===== config.mk =====
export PLATFORM = sky130hd
export DESIGN_NAME = ser_frame_tx
export DESIGN_NICKNAME = d
export VERILOG_FILES = /design/src/rtl/sft_pkg.sv /design/src/rtl/sft_seq.sv /design/src/rtl/sft_msg_hold.sv /design/src/rtl/sft_line_out.sv /design/src/rtl/ser_frame_tx.sv
export SDC_FILE = /design/constraint.sdc
export NUM_CORES = 1
export LEC_CHECK = 0
export BUFFER_PORTS_ARGS = -buffer_cell sky130_fd_sc_hd__buf_2
export CAP_MARGIN = 15
export CORE_AREA = 2 2 39 41
export CTS_CLUSTER_SIZE = 40
export DETAILED_ROUTE_END_ITERATION = 16
export DIE_AREA = 0 0 41 43
export RECOVER_POWER = 50
export SYNTH_ARGS = -nofsm -noshare
export SYNTH_HDL_FRONTEND = slang
export SYNTH_SLANG_ARGS = --single-unit

===== constraint.sdc =====
create_clock -name clk -period 2.5 [get_ports clk]
set_input_delay 0.5 -clock clk [delete_from_list [all_inputs] [get_ports clk]]
set_output_delay 0.5 -clock clk [all_outputs]
set_load 0.05 [all_outputs]

===== src/rtl/sft_pkg.sv =====
package sft_pkg;

  typedef enum logic [1:0] {
    ST_IDLE   = 2'd0,
    ST_START  = 2'd1,
    ST_DATA   = 2'd2,
    ST_PARITY = 2'd3
  } sft_state_e;

  // Parity bit that makes data plus parity hold an odd number of ones.
  function automatic logic odd_fill(input logic [1:0] m);
    return ~(m[0] ^ m[1]);
  endfunction

  // Line level for a given next state.
  function automatic logic line_level(input sft_state_e st, input logic data_bit,
                                      input logic par_bit);
    case (st)
      ST_IDLE:   return 1'b1;
      ST_START:  return 1'b0;
      ST_DATA:   return data_bit;
      default:   return par_bit;
    endcase
  endfunction

endpackage


===== src/rtl/sft_seq.sv =====
module sft_seq
  import sft_pkg::*;
#(
  parameter int MSG_W = 2,
  localparam int IDX_W = (MSG_W > 1) ? $clog2(MSG_W) : 1
) (
  input  logic             clk,
  input  logic             rst,
  input  logic             en_i,
  output sft_state_e       nxt_state_o,
  output logic [IDX_W-1:0] nxt_idx_o,
  output logic             launch_o
);

  sft_state_e       state_q;
  logic [IDX_W-1:0] idx_q;
  localparam logic [IDX_W-1:0] LAST_IDX = IDX_W'(MSG_W - 1);

  always_comb begin
    nxt_state_o = state_q;
    nxt_idx_o   = idx_q;
    launch_o    = 1'b0;
    case (state_q)
      ST_IDLE: begin
        if (en_i) begin
          nxt_state_o = ST_START;
          launch_o    = 1'b1;
        end
      end
      ST_START: begin
        nxt_state_o = ST_DATA;
        nxt_idx_o   = '0;
      end
      ST_DATA: begin
        if (idx_q == LAST_IDX) nxt_state_o = ST_PARITY;
        else                   nxt_idx_o   = idx_q + 1'b1;
      end
      default: nxt_state_o = ST_IDLE;
    endcase
    if (rst) begin
      nxt_state_o = ST_IDLE;
      nxt_idx_o   = '0;
      launch_o    = 1'b0;
    end
  end

  always_ff @(posedge clk) begin
    state_q <= nxt_state_o;
    idx_q   <= nxt_idx_o;
  end

endmodule


===== src/rtl/sft_msg_hold.sv =====
module sft_msg_hold #(
  parameter int MSG_W = 2
) (
  input  logic             clk,
  input  logic             rst,
  input  logic             load_i,
  input  logic [MSG_W-1:0] msg_i,
  output logic [MSG_W-1:0] held_o
);

  always_ff @(posedge clk) begin
    if (rst)         held_o <= '0;
    else if (load_i) held_o <= msg_i;
  end

endmodule


===== src/rtl/sft_line_out.sv =====
module sft_line_out
  import sft_pkg::*;
#(
  parameter int MSG_W = 2,
  localparam int IDX_W = (MSG_W > 1) ? $clog2(MSG_W) : 1
) (
  input  logic             clk,
  input  sft_state_e       nxt_state_i,
  input  logic [IDX_W-1:0] nxt_idx_i,
  input  logic [MSG_W-1:0] held_i,
  output logic             ready_o,
  output logic             txd_o
);

  logic data_bit, par_bit;

  always_comb begin
    data_bit = held_i[nxt_idx_i];
    par_bit  = odd_fill(held_i);
  end

  always_ff @(posedge clk) begin
    ready_o <= (nxt_state_i == ST_IDLE);
    txd_o   <= line_level(nxt_state_i, data_bit, par_bit);
  end

endmodule


===== src/rtl/ser_frame_tx.sv =====
module ser_frame_tx
  import sft_pkg::*;
#(
  parameter int MSG_W = 2,
  localparam int IDX_W = (MSG_W > 1) ? $clog2(MSG_W) : 1
) (
  input  logic             clk,
  input  logic             rst,
  input  logic [MSG_W-1:0] msg_i,
  input  logic             en_i,
  output logic             ready_o,
  output logic             txd_o
);

  sft_state_e       nxt_state_w;
  logic [IDX_W-1:0] nxt_idx_w;
  logic             launch_w;
  logic [MSG_W-1:0] held_w;

  sft_seq #(.MSG_W(MSG_W)) seq_i (
    .clk(clk), .rst(rst), .en_i(en_i),
    .nxt_state_o(nxt_state_w), .nxt_idx_o(nxt_idx_w), .launch_o(launch_w)
  );

  sft_msg_hold #(.MSG_W(MSG_W)) hold_i (
    .clk(clk), .rst(rst), .load_i(launch_w), .msg_i(msg_i), .held_o(held_w)
  );

  sft_line_out #(.MSG_W(MSG_W)) out_i (
    .clk(clk), .nxt_state_i(nxt_state_w), .nxt_idx_i(nxt_idx_w),
    .held_i(held_w), .ready_o(ready_o), .txd_o(txd_o)
  );

endmodule


==> reports/results.env, run 1 <==
OUTCOME='finished, final reports clean'
CLOCK_ROOT_BUFFER='sky130_fd_sc_hd__clkbuf_4'
IR_WORST_VDD_uV=253
REG2REG_DEPTH=6
PLACE.GP.CONGESTION=0.755
POWER_DENSITY_mW_PER_MM2=983
MAX_CAP_VIOLS=0
CTS_TREE='done'
LAYOUT.CELLS.NON_FILLER=59
LEAKAGEPOWER_nW=0.163
MOST_COMMON_CELL_AFTER_LAYOUT_FILL_AND_TAPS_ASIDE='sky130_fd_sc_hd__dfxtp_1'
REPORT.FINAL.SLEW_VIOL_COUNT=0
INITIAL_CORE_UTIL=0.232
GRT.TOTAL_USAGE=0.0864
MIN_FROM='hold_i.held_o[1]'
SYN_AREA_PER_CELL_UM2=9.74
NETLIST_AREA_UM2=322
HOLD_PATH_END='hold_i.held_o[1]'
POST_CTS_HOLD_FIX_BUFS=0
FINCLKSKEW_NS=0.00284
FRACTION_OF_LAYOUT_INSTANCES_USING_A_DRIVE_STRENGTH_ABOVE_1=0.233
WORSTSETUPSTARTPOINTTYPE='flip-flop'
CTS-RESIZED-GATES=0
BUSIEST_LAYER='met2'
CLK_LATENCY_NS=0.25
ANTENNA_VIOLATING_NETS_POST_ROUTE=0
ROUTED_VIA_DENSITY=4.47
LAYOUT-AREA-OVERHEAD-VS-SYNTH_PCT=23.7
CLOCK_SINK_COUNT=7
PLACEMENT_ROW_COUNT=14
PATH_CLK_SLEW_NS=0.05
NETLIST_INSTANCES=33
SETUP_TOTAL_NEGATIVE_SLACK_NS=0
TIMING.CRITICAL_PATH.FANOUT_MAX=5
YS_WARN_COUNT=0
MAX_FREQ_MHz=572
GLOBAL_ROUTE_WIRE_LENGTH_BEFORE_REPAIR_UM=945
AGGREGATE_ROUTED_WIRE_LENGTH_UM=571
FINAL-HOLD-VIOLATION-COUNT=0
WORSTHOLDPATHCELLS=2
HTREE_NUM_LEVELS=1
SETUP_VIOL_COUNT_FINAL=0
FF2FF_SETUP_SLACK_NS=0.75
PLACE.PORT_BUFFERS=6
CLK_PATH_BUF_DEPTH=2
DETAILEDPLACEMENTHPWL_UM=445
TIMING.FINAL.CRIT_PERIOD_NS=1.75
SWITCHING_SHARE=0.366
ANTENNADIODECOUNT=0
NUM_VIAS=264
DRT-INITIAL-DRC-COUNT=5
HOLD_PATH.CLASS='reg2reg'
POWER.SHARE.SEQUENTIAL=0.370
FULL_DIE_AREA_MM2=0.00176
SYNTH.AREA.TOP_CELLS='sky130_fd_sc_hd__dfxtp_1, sky130_fd_sc_hd__ha_1, sky130_fd_sc_hd__a31oi_4'
WORST_RELATIVE_SLEW_SLACK=0.780
GRTUSAGEMET2=0.109
ANTENNA_FOUND_INITIAL=0
FINAL_CELL_MIX='sky130_fd_sc_hd__dfxtp_1, sky130_fd_sc_hd__buf_2, sky130_fd_sc_hd__nand2_1'
GRT_MAX_DEGREE=8
TIMING_WORST_SLEW_PIN_VALUE_NS=0.327
CRIT-REG2REG-LAUNCH='seq_i.state_q[0]'
GRTUSAGEMET1=0.0968
PORTION_OF_THE_POST_SYNTHESIS_AREA_USED_BY_SEQUENTIAL_ELEMENTS=0.436
CRIT_TYPE='reg2reg'
DIE_SPAN_Y_UM=43
REG_TO_REG_CRITICAL_PATH_ENDPOINT='out_i.txd_o'
DRC_ERRORS=0
SYNTH_TOP_AREA_FRAC=0.436
GRT_PASS1_VIAS=215
CTS_SETUP_BUFFERS=0
RSZ_0062_RAISED_AFTER_GLOBAL_ROUTING='no'
YS_FF_LATCH=7
GRT_REMAINING_OVERFLOW=0
INTERNAL_POWER_CONTRIBUTION_W=0.000248
POWER.NET_SWITCHING_W=0.000143
CRITPATHREQUIREDTIME_NS=2.64
DPL.CELL_COUNT=55
IO_PINS=7
RELATIVE_CONTRIBUTION_OF_THE_CLOCK_NETWORK_TO_TOTAL_POWER=0.267
YOSYSUNIQUECELLTYPES=16
NETLIST.TOP_CELL.BY_AREA='sky130_fd_sc_hd__dfxtp_1'
AVGROUTEDWIREPERCELL_UM=9.68
COREAREA_MM2=0.00138
P_COMB_FRAC=0.363
GLOBALROUTEMET3UTIL=0.0785
FINALCRITPERIODSHARE=0.700
DR.PASS1.ITERS=2
END_KIND='flip-flop'
TIMING.CRITICAL_PATH.ARRIVAL_NS=1.89
DIE-WIDTH_UM=41
SYN_NETS=41
NNETSFINAL=52
CTS_MADE_BUFFERS=3
## synthesized netlist by cell type (all sizes together)
cell,instances
o21ai,2
o21bai,1
inv,2
a2111o,1
a31oi,1
a21oi,3
nor4bb,1
dfxtp,7
nand2b,1
nor2b,2
nand2,5
nand3,2
nor2,1
mux2i,1
ha,3
## how the worst max path moves through the flow
stage                                start           to  slack (ns)
after detailed placement  seq_i.state_q[0]  out_i.txd_o        0.84
after global routing      seq_i.state_q[0]  out_i.txd_o        0.62
after floorplan           seq_i.state_q[0]  out_i.txd_o        0.95
after CTS                 seq_i.state_q[0]  out_i.txd_o        0.83
after global placement    seq_i.state_q[0]  out_i.txd_o        0.86
final                     seq_i.state_q[0]  out_i.txd_o        0.75
## layout make-up
type	instances	area (um^2)
Clock buffer	4	26.3
Fill cell	164	986
Inverter	2	7.51
Multi-Input combinational cell	24	174
Sequential cell	7	140
Tap cell	16	20.0
Timing Repair Buffer	6	30.0
## flip-flops by register name (all words and copies together), names as in the netlist
name           count
out_i.txd_o        1
seq_i.idx_q        1
out_i.ready_o      1
seq_i.state_q      2
hold_i.held_o      2
## worst max-delay path, stage by stage (launching register included)
cell                       delay (ns)
sky130_fd_sc_hd__dfxtp_1         0.35
sky130_fd_sc_hd__inv_1           0.07
sky130_fd_sc_hd__ha_1            0.24
sky130_fd_sc_hd__o21ai_0         0.31
sky130_fd_sc_hd__a31oi_4         0.15
sky130_fd_sc_hd__nor4bb_1        0.15
sky130_fd_sc_hd__a2111o_1        0.37
## layer usage
layer	wire, um	part of all wire	vias up
met4	13	0.023	0
met5	0	0	-
met1	254	0.44	120
met3	58	0.10	3
met2	244	0.43	8
li1	-	-	133
## per-stage QoR
| step | utilization | hold WS (ns) | area, um^2 | setup WS, ns | total power, W |
|---|---|---|---|---|---|
| 6_report | 0.288 | 0.488 | 398 | 0.751 | 0.000391 |
| 5_1_grt | 0.288 | 0.504 | 398 | 0.618 | 0.000422 |
| 4_1_cts | 0.288 | 0.489 | 398 | 0.828 | 0.000399 |
| 3_5_place_dp | 0.269 | 0.482 | 372 | 0.837 | 0.000292 |
| 3_3_place_gp | 0.269 | 0.472 | 372 | 0.857 | 0.000289 |
| 2_1_floorplan | - | 0.444 | 322 | 0.953 | 0.000260 |
## power by group through the flow
stage / Clock [W] / Combinational, W / Sequential [W]
finish: 0.000105 / 0.000142 / 0.000145
detailed placement: 0 / 0.000144 / 0.000147
global placement: 0 / 0.000142 / 0.000147
global route: 0.000118 / 0.000156 / 0.000148
floorplan: 0 / 0.0000800 / 0.000180
CTS: 0.000110 / 0.000144 / 0.000145
## logic make-up (layout without fill, tap and decap cells)
logic type / Yosys count / after routing / synth area share
AO/OA/AOI/OAI: 8 / 8 / 0.202
buffers and inverters: 2 / 12 / 0.0234
multiplexers: 1 / 1 / 0.0311
flip-flops: 7 / 7 / 0.436
adder cells (fa/ha/maj): 3 / 3 / 0.117
AND/OR/NAND/NOR: 12 / 12 / 0.191
Power figures use the tool's default switching activity.
==> inputs of run 2 (changes only) <==
--- a/config.mk
+++ b/config.mk
@@ -5,6 +5,7 @@
 export SDC_FILE = /design/constraint.sdc
 export NUM_CORES = 1
 export LEC_CHECK = 0
+export ABC_AREA = 1
 export BUFFER_PORTS_ARGS = -buffer_cell sky130_fd_sc_hd__buf_2
 export CAP_MARGIN = 15
 export CORE_AREA = 2 2 39 41
==> constraint.sdc (replaced) <==
create_clock -name clk -period 1.7 [get_ports clk]
set_input_delay 0.34 -clock clk [delete_from_list [all_inputs] [get_ports clk]]
set_output_delay 0.34 -clock clk [all_outputs]
set_load 0.05 [all_outputs]
==> reports/results.env, run 2 <==
SYNTHFLOPTYPE='sky130_fd_sc_hd__dfxtp_1'
ORDERED_LIST_OF_CELLS_ON_THE_WORST_PATH='clkbuf_1'
ANTENNA_FOUND_INITIAL=0  # unchanged
GRT_REMAINING_OVERFLOW=0  # unchanged
GRT_PASS1_VIAS=239  # +11%
LAYOUT.FILLER_CELLS=154  # -6.1%
MAX_FREQ_MHz=748
FIN_WORST_HOLD_SLACK_NS=0.274  # -0.214 ns
CRITPATHREQUIREDTIME_NS=1.36  # -1.28 ns
POST_CTS_HOLD_FIX_BUFS=0  # unchanged
DRT-INITIAL-DRC-COUNT=5  # unchanged
ROUTED_VIA_DENSITY=3.97  # -11%
SYNTH.TOP_CELLS.BY_COUNT='sky130_fd_sc_hd__nand2_1, sky130_fd_sc_hd__inv_1, sky130_fd_sc_hd__dfxtp_1, sky130_fd_sc_hd__a21oi_1, sky130_fd_sc_hd__ha_1'
POWER.NET_SWITCHING_W=0.000220  # +54%
SYNTH-EDFF-COUNT=0  # unchanged
TIMING_WORST_SLEW_PIN_VALUE_NS=0.585  # +0.258 ns
CTS_TREE='done'
NUM_VIAS=278  # +5.3%
CLOCK_ROOT_BUFFER='sky130_fd_sc_hd__clkbuf_4'
DETAILEDPLACEMENTHPWL_UM=398  # -11%
CLK_PATH_BUF_DEPTH=2  # unchanged
MIN_FROM='rst'
HOLD_PATH.CLASS='in2reg'
SETUP_TOTAL_NEGATIVE_SLACK_NS=0  # unchanged
CRIT_TYPE='reg2out'
AVGROUTEDWIREPERCELL_UM=7.16  # -26%
GLOBAL_ROUTE_WIRE_LENGTH_BEFORE_REPAIR_UM=897  # -5.1%
WORST_RELATIVE_SLEW_SLACK=0.612  # -0.168
OUTCOME='finished, final reports clean'
PLACE.GP.CONGESTION=0.755  # about the same
GRT_MAX_DEGREE=5  # -3
SETUP_VIOL_COUNT_FINAL=0  # unchanged
NETLIST_AREA_UM2=325  # +1.2%
CLK_LATENCY_NS=0.24  # about the same
YOSYS.CELL_COUNT.TOP_TYPE='sky130_fd_sc_hd__nand2_1'
FINAL-HOLD-VIOLATION-COUNT=0  # unchanged
FINCLKSKEW_NS=0.00219  # -0.000653 ns
WORSTHOLDPATHCELLS=2  # unchanged
IO_PINS=7  # unchanged
CP_NUM_BUF_INV=1  # unchanged
PLACEMENT_ROW_COUNT=14  # unchanged
MOST_COMMON_CELL_AFTER_LAYOUT_FILL_AND_TAPS_ASIDE='sky130_fd_sc_hd__nand2_1'
ANTENNA_VIOLATING_NETS_POST_ROUTE=0  # unchanged
FRACTION_OF_LAYOUT_INSTANCES_USING_A_DRIVE_STRENGTH_ABOVE_1=0.167  # -0.0659
HTREE_NUM_LEVELS=1  # unchanged
DRC_ERRORS=0  # unchanged
P_COMB_FRAC=0.353  # -0.010
FULL_DIE_AREA_MM2=0.00176  # unchanged
RSZ_0062_RAISED_AFTER_GLOBAL_ROUTING='no'
AGGREGATE_ROUTED_WIRE_LENGTH_UM=501  # -12%
SYN_NETS=52  # +27%
NETLIST.TOP_CELL.BY_AREA='sky130_fd_sc_hd__dfxtp_1'
END_KIND='output pin'
POWER_DENSITY_mW_PER_MM2=1420  # +45%
FF2FF_SETUP_SLACK_NS=0.39  # -0.36 ns
YS_FF_LATCH=7  # unchanged
SYNTH_TOP_AREA_FRAC=0.431  # -0.00503
NETLIST_INSTANCES=44  # +33%
LEAKAGEPOWER_nW=0.218  # +34%
HOLD_PATH_END='hold_i.held_o[1]'
NNETSFINAL=63  # +21%
TIMING.CRITICAL_PATH.SLOWEST_STAGE_CELL='sky130_fd_sc_hd__clkbuf_1'
FINALCRITPERIODSHARE=0.786
IR_WORST_VDD_uV=584  # +130%
YS_WARN_COUNT=0  # unchanged
CLOCK_SINK_COUNT=7  # unchanged
WORSTSETUPSTARTPOINTTYPE='flip-flop'
REG.LARGEST.LIST='hold_i.held_o x2, seq_i.state_q x2'
GRT.TOTAL_USAGE=0.0766  # -0.00982
SYN_AREA_PER_CELL_UM2=7.39  # -24%
PATH_CLK_SLEW_NS=0.05  # about the same
CTS_MADE_BUFFERS=3  # unchanged
CTS_SETUP_BUFFERS=0  # unchanged
YOSYSUNIQUECELLTYPES=9  # -7
SWITCHING_SHARE=0.387  # +0.0214
DR.PASS1.ITERS=4  # +2
SLOWEST_DELAY_NS=0.45  # +0.08 ns
PLACE.PORT_BUFFERS=6  # unchanged
COREAREA_MM2=0.00138  # unchanged
INITIAL_CORE_UTIL=0.235  # +0.00271
TIMING.CRITICAL_PATH.ARRIVAL_NS=1.00  # -0.89 ns
CTS-RESIZED-GATES=0  # unchanged
POSTSYNTH.ASYNCRESETSHARE=0  # unchanged
LAYOUT-AREA-OVERHEAD-VS-SYNTH_PCT=23.1
TIMING.FINAL.CRIT_PERIOD_NS=1.34
TIMING.CRITICAL_PATH.FANOUT_MAX=1  # -4
TIMING.CRITICAL_PATH.MAX_DELAY_FAMILY='buffers and inverters'
SYNTH.AREA.TOP_CELLS='sky130_fd_sc_hd__dfxtp_1, sky130_fd_sc_hd__nand2_1, sky130_fd_sc_hd__ha_1'
INTERNAL_POWER_CONTRIBUTION_W=0.000349  # +41%
ANTENNADIODECOUNT=0  # unchanged
REPORT.FINAL.SLEW_VIOL_COUNT=0  # unchanged
DIE-WIDTH_UM=41  # unchanged
REG2REG_DEPTH=10  # +4
REG_TO_REG_CRITICAL_PATH_ENDPOINT='out_i.txd_o'
POWER.SHARE.SEQUENTIAL=0.388  # +0.018
DIE_SPAN_Y_UM=43  # unchanged
MAX_CAP_VIOLS=0  # unchanged
RELATIVE_CONTRIBUTION_OF_THE_CLOCK_NETWORK_TO_TOTAL_POWER=0.259  # -0.008
CRIT-REG2REG-LAUNCH='seq_i.state_q[0]'
PORTION_OF_THE_POST_SYNTHESIS_AREA_USED_BY_SEQUENTIAL_ELEMENTS=0.431  # -0.00503
FINAL_CELL_MIX='sky130_fd_sc_hd__nand2_1, sky130_fd_sc_hd__inv_1, sky130_fd_sc_hd__dfxtp_1'
[run 2: cell count changes after synthesis, moves of 2 or more]
cell / change
sky130_fd_sc_hd__nand3_1: -2
sky130_fd_sc_hd__nand2_1: +11
sky130_fd_sc_hd__nor2b_1: -2
sky130_fd_sc_hd__inv_1: +8
[run 2: power by group through the flow]
stage,sequential (W),combinational (W),clock [W]
floorplan,0.000288,0.0000979,0
global placement,0.000223,0.000203,0
detailed placement,0.000225,0.000204,0
CTS,0.000222,0.000206,0.000152
global route,0.000227,0.000230,0.000163
finish,0.000221,0.000201,0.000147
[run 2: area by class of cell]
cell class / instances / area, um^2 / share of cell area
timing repair buffer: 6 / 28.8 / 0.0719
sequential: 7 / 140 / 0.350
clock buffer: 4 / 26.3 / 0.0656
inverter: 10 / 37.5 / 0.0938
tap: 16 / 20.0 / 0.0500
multi-input combinational: 27 / 148 / 0.369
[run 2: worst max-delay path by stage]
| stage | start | to | slack, ns | depth (start not counted) |
|---|---|---|---|---|
| final | out_i.txd_o | txd_o | 0.36 | 1 |
| after global routing | seq_i.state_q[0] | out_i.txd_o | 0.23 | 10 |
| after CTS | seq_i.state_q[0] | out_i.txd_o | 0.37 | 10 |
| after detailed placement | seq_i.state_q[0] | out_i.txd_o | 0.39 | 10 |
| after global placement | seq_i.state_q[0] | out_i.txd_o | 0.42 | 10 |
| after floorplan | seq_i.state_q[0] | out_i.txd_o | 0.50 | 10 |
[run 2: routing by layer]
layer | GRT usage | vias up | routed length (um) | share of wire
met5 | 0 | - | 0 | 0
met4 | 0.0200 | 0 | 0 | 0
met3 | 0.0471 | 0 | 30 | 0.060
met2 | 0.103 | 7 | 214 | 0.43
met1 | 0.101 | 118 | 257 | 0.51
li1 | - | 153 | - | -
[run 2: logic make-up after synthesis]
group | synth area share
AOI/OAI and AO/OA | 0.0769
xor gates and xnor gates | 0.0269
adders and majority gates | 0.115
buffers and inverters | 0.115
DFF | 0.431
and+or+nand+nor | 0.235
[run 2: stage by stage]
stage	setup WS (ns)	cell area, um^2	std cells	utilization	total power [W]
global route	0.232	400	70	0.289	0.000620
CTS	0.371	402	70	0.290	0.000579
floorplan	0.499	325	44	-	0.000386
detailed placement	0.392	375	66	0.271	0.000429
finish	0.364	400	70	0.289	0.000570
global placement	0.419	375	66	0.271	0.000426
==> inputs of run 3 (changes only) <==
--- a/config.mk
+++ b/config.mk
@@ -5,7 +5,7 @@
 export SDC_FILE = /design/constraint.sdc
 export NUM_CORES = 1
 export LEC_CHECK = 0
-export ABC_AREA = 1
+export ABC_AREA = 0
 export BUFFER_PORTS_ARGS = -buffer_cell sky130_fd_sc_hd__buf_2
 export CAP_MARGIN = 15
 export CORE_AREA = 2 2 39 41
==> constraint.sdc (replaced) <==
create_clock -name clk -period 1.1 [get_ports clk]
set_input_delay 0.22 -clock clk [delete_from_list [all_inputs] [get_ports clk]]
set_output_delay 0.22 -clock clk [all_outputs]
set_load 0.05 [all_outputs]
==> reports/results.env, run 3 (synthesis gave the netlist of run 1 again) <==
LEAKAGEPOWER_nW=0.212  # -2.7%
CP_NUM_BUF_INV=1  # unchanged
CLOCK_ROOT_BUFFER='sky130_fd_sc_hd__clkbuf_4'
NNETSFINAL=60  # -4.8%
TIMING.CRITICAL_PATH.FANOUT_MAX=3  # +2
CTS_MADE_BUFFERS=3  # unchanged
WORST_SETUP_PATH_STARTPOINT='seq_i.state_q[1]'
UTILIZATION_OF_THE_CORE_AFTER_ROUTING=0.390  # +0.100
CLK_LATENCY_NS=0.25  # about the same
ANTENNA_FOUND_INITIAL=0  # unchanged
MOST_COMMON_CELL_AFTER_LAYOUT_FILL_AND_TAPS_ASIDE='sky130_fd_sc_hd__buf_4'
IR_WORST_VDD_uV=915  # +57%
ANTENNA_VIOLATING_NETS_POST_ROUTE=0  # unchanged
HTREE_NUM_LEVELS=1  # unchanged
SEQ_AREA_UM2=145  # +3.6%
MAX_FREQ_MHz=692
FIN_WORST_HOLD_SLACK_NS=0.233  # -0.0419 ns
NUM_VIAS=301  # +8.3%
SLOWEST_DELAY_NS=0.36  # -0.09 ns
REPORT.FINAL.SLEW_VIOL_COUNT=0  # unchanged
CLK_PATH_BUF_DEPTH=2  # unchanged
CRITPATHREQUIREDTIME_NS=1.24  # -0.12 ns
ORDERED_LIST_OF_CELLS_ON_THE_WORST_PATH='inv_2 > ha_4 > mux2i_2 > o21ai_1 > a2111o_1'
TIMING.FINAL.CRIT_PERIOD_NS=1.45
PLACE.PORT_BUFFERS=6  # unchanged
MAX_CAP_VIOLS=0  # unchanged
DIE-WIDTH_UM=41  # unchanged
GLOBAL_ROUTE_WIRE_LENGTH_BEFORE_REPAIR_MM=1.07  # +19%
PLACE.GP.CONGESTION=0.657  # -13%
LAYOUT-AREA-OVERHEAD-VS-SYNTH_PCT=67.7
DR.PASS1.ITERS=2  # -2
SETUP_VIOL_COUNT_FINAL=4  # +4
TIMING.CRITICAL_PATH.ARRIVAL_NS=1.58  # +0.58 ns
DIE_SPAN_Y_UM=43  # unchanged
REG_TO_REG_CRITICAL_PATH_ENDPOINT='out_i.txd_o'
FINAL_CELL_MIX='sky130_fd_sc_hd__buf_4, sky130_fd_sc_hd__dfxtp_1, sky130_fd_sc_hd__buf_2'
WORST_RELATIVE_SLEW_SLACK=0.818  # +0.207
TIMING.CRITICAL_PATH.TO='out_i.txd_o'
PATH_CLK_SLEW_NS=0.05  # about the same
DPL.CELL_COUNT=62  # -6.1%
LAYOUT.FILLER_CELLS=145  # -5.8%
ROUTED_VIA_DENSITY=4.49  # +13%
CRIT_TYPE='reg2reg'
WORST_SLACK_NS=-0.345  # -0.709 ns
CP.DEPTH=5  # +4
GRT_PASS1_VIAS=260  # +8.8%
FF2FF_SETUP_SLACK_NS=-0.35  # -0.74 ns
FULL_DIE_AREA_MM2=0.00176  # unchanged
REG.LARGEST.LIST='hold_i.held_o x2, seq_i.state_q x2'
FRACTION_OF_LAYOUT_INSTANCES_USING_A_DRIVE_STRENGTH_ABOVE_1=0.608  # +0.441
GRT_MAX_DEGREE=8  # +3
OUTCOME='complete, but fails checks'
CRIT-REG2REG-LAUNCH='seq_i.state_q[1]'
DETAILEDPLACEMENTHPWL_UM=492  # +24%
GRT.TOTAL_USAGE=0.103  # +0.0259
DRC_ERRORS=0  # unchanged
VIOLATED_CHECKS='setup timing'
AGGREGATE_ROUTED_WIRE_LENGTH_UM=737  # +47%
FINALCRITPERIODSHARE=1.31
TOTAL_POWER_W=0.00114  # +100%
TOTAL_AREA_OF_MULTI_INPUT_COMBINATIONAL_CELLS_UM2=244  # +65%
FINCLKSKEW_NS=0.00337  # +0.00119 ns
POWER_DENSITY_mW_PER_MM2=2120  # +49%
CTS_TREE='done'
REG2REG_DEPTH=5  # -5
WORSTSETUPSTARTPOINTTYPE='flip-flop'
AVGROUTEDWIREPERCELL_UM=11.0  # +54%
COREAREA_MM2=0.00138  # unchanged
LAYOUT.CELLS.NON_FILLER=67  # -4.3%
TIMING_WORST_SLEW_PIN_VALUE_NS=0.274  # -0.311 ns
POST_CTS_HOLD_FIX_BUFS=0  # unchanged
RSZ_0062_RAISED_AFTER_GLOBAL_ROUTING='yes'
FINAL-HOLD-VIOLATION-COUNT=0  # unchanged
INITIAL_CORE_UTIL=0.232  # -0.00271
DRT-INITIAL-DRC-COUNT=4  # -1
GRT_REMAINING_OVERFLOW=0  # unchanged
PLACEMENT_ROW_COUNT=14  # unchanged
CLOCK_SINK_COUNT=7  # unchanged
TIMING.CRITICAL_PATH.MAX_DELAY_FAMILY='compound AO/OA/AOI/OAI gates'
ANTENNADIODECOUNT=0  # unchanged
TIMING.CRITICAL_PATH.SLOWEST_STAGE_CELL='sky130_fd_sc_hd__dfxtp_4'
END_KIND='flip-flop'
HOLD_PATH.CLASS='in2reg'
IO_PINS=7  # unchanged
SETUP_TOTAL_NEGATIVE_SLACK_NS=-0.794  # -0.794 ns
## run 3: worst min-delay path by stage
stage                                start          endpoint  slack, ns  cells after the start
after CTS                         msg_i[1]  hold_i.held_o[1]       0.23                      3
after floorplan                        rst  seq_i.state_q[0]       0.28                      1
after detailed placement               rst       seq_i.idx_q       0.48                      2
final                             msg_i[0]  hold_i.held_o[0]       0.23                      3
after global routing                   rst  seq_i.state_q[0]       0.23                      2
after global placement    hold_i.held_o[1]  hold_i.held_o[1]       0.47                      2
## run 3: layout make-up
type | count | share of cell area
Multi-Input combinational cell | 24 | 0.452
Sequential cell | 7 | 0.269
Timing Repair Buffer | 14 | 0.174
Clock buffer | 4 | 0.0487
Tap cell | 16 | 0.0371
Inverter | 2 | 0.0186
## run 3: what timing repair did
action                     4_1_cts  5_1_grt
resized for setup               10        1
pin swaps                        7        2
setup endpoints to repair        4        6
buffers inserted                 2        1
## run 3: worst min-delay path: cells and delay by family
family / cells / cell delay (ns)
and+or+nand+nor: 1 / 0.06
buffers and inverters: 1 / 0.09
AOI/OAI and AO/OA: 1 / 0.06
## run 3: power breakdown
group	switching (W)	internal [W]	leakage, nW
clock	0.0000918	0.000138	0.0150
sequential	0.0000374	0.000309	0.0588
combinational	0.000267	0.000299	0.138
total	0.000397	0.000746	0.212
## run 3: metrics by stage
step                      cell area, um^2  setup slack (ns)
after floorplan                       353            -0.334
after global placement                455            -0.357
after detailed placement              455            -0.365
after CTS                             529            -0.330
after global routing                  539            -0.424
final                                 539            -0.345
## run 3: routing by layer
layer,share of wire,track usage,vias up,routed length (um)
li1,-,-,153,-
met5,0,0,-,0
met4,0.049,0.120,0,36
met1,0.41,0.100,137,305
met2,0.51,0.138,7,373
met3,0.028,0.0471,4,21
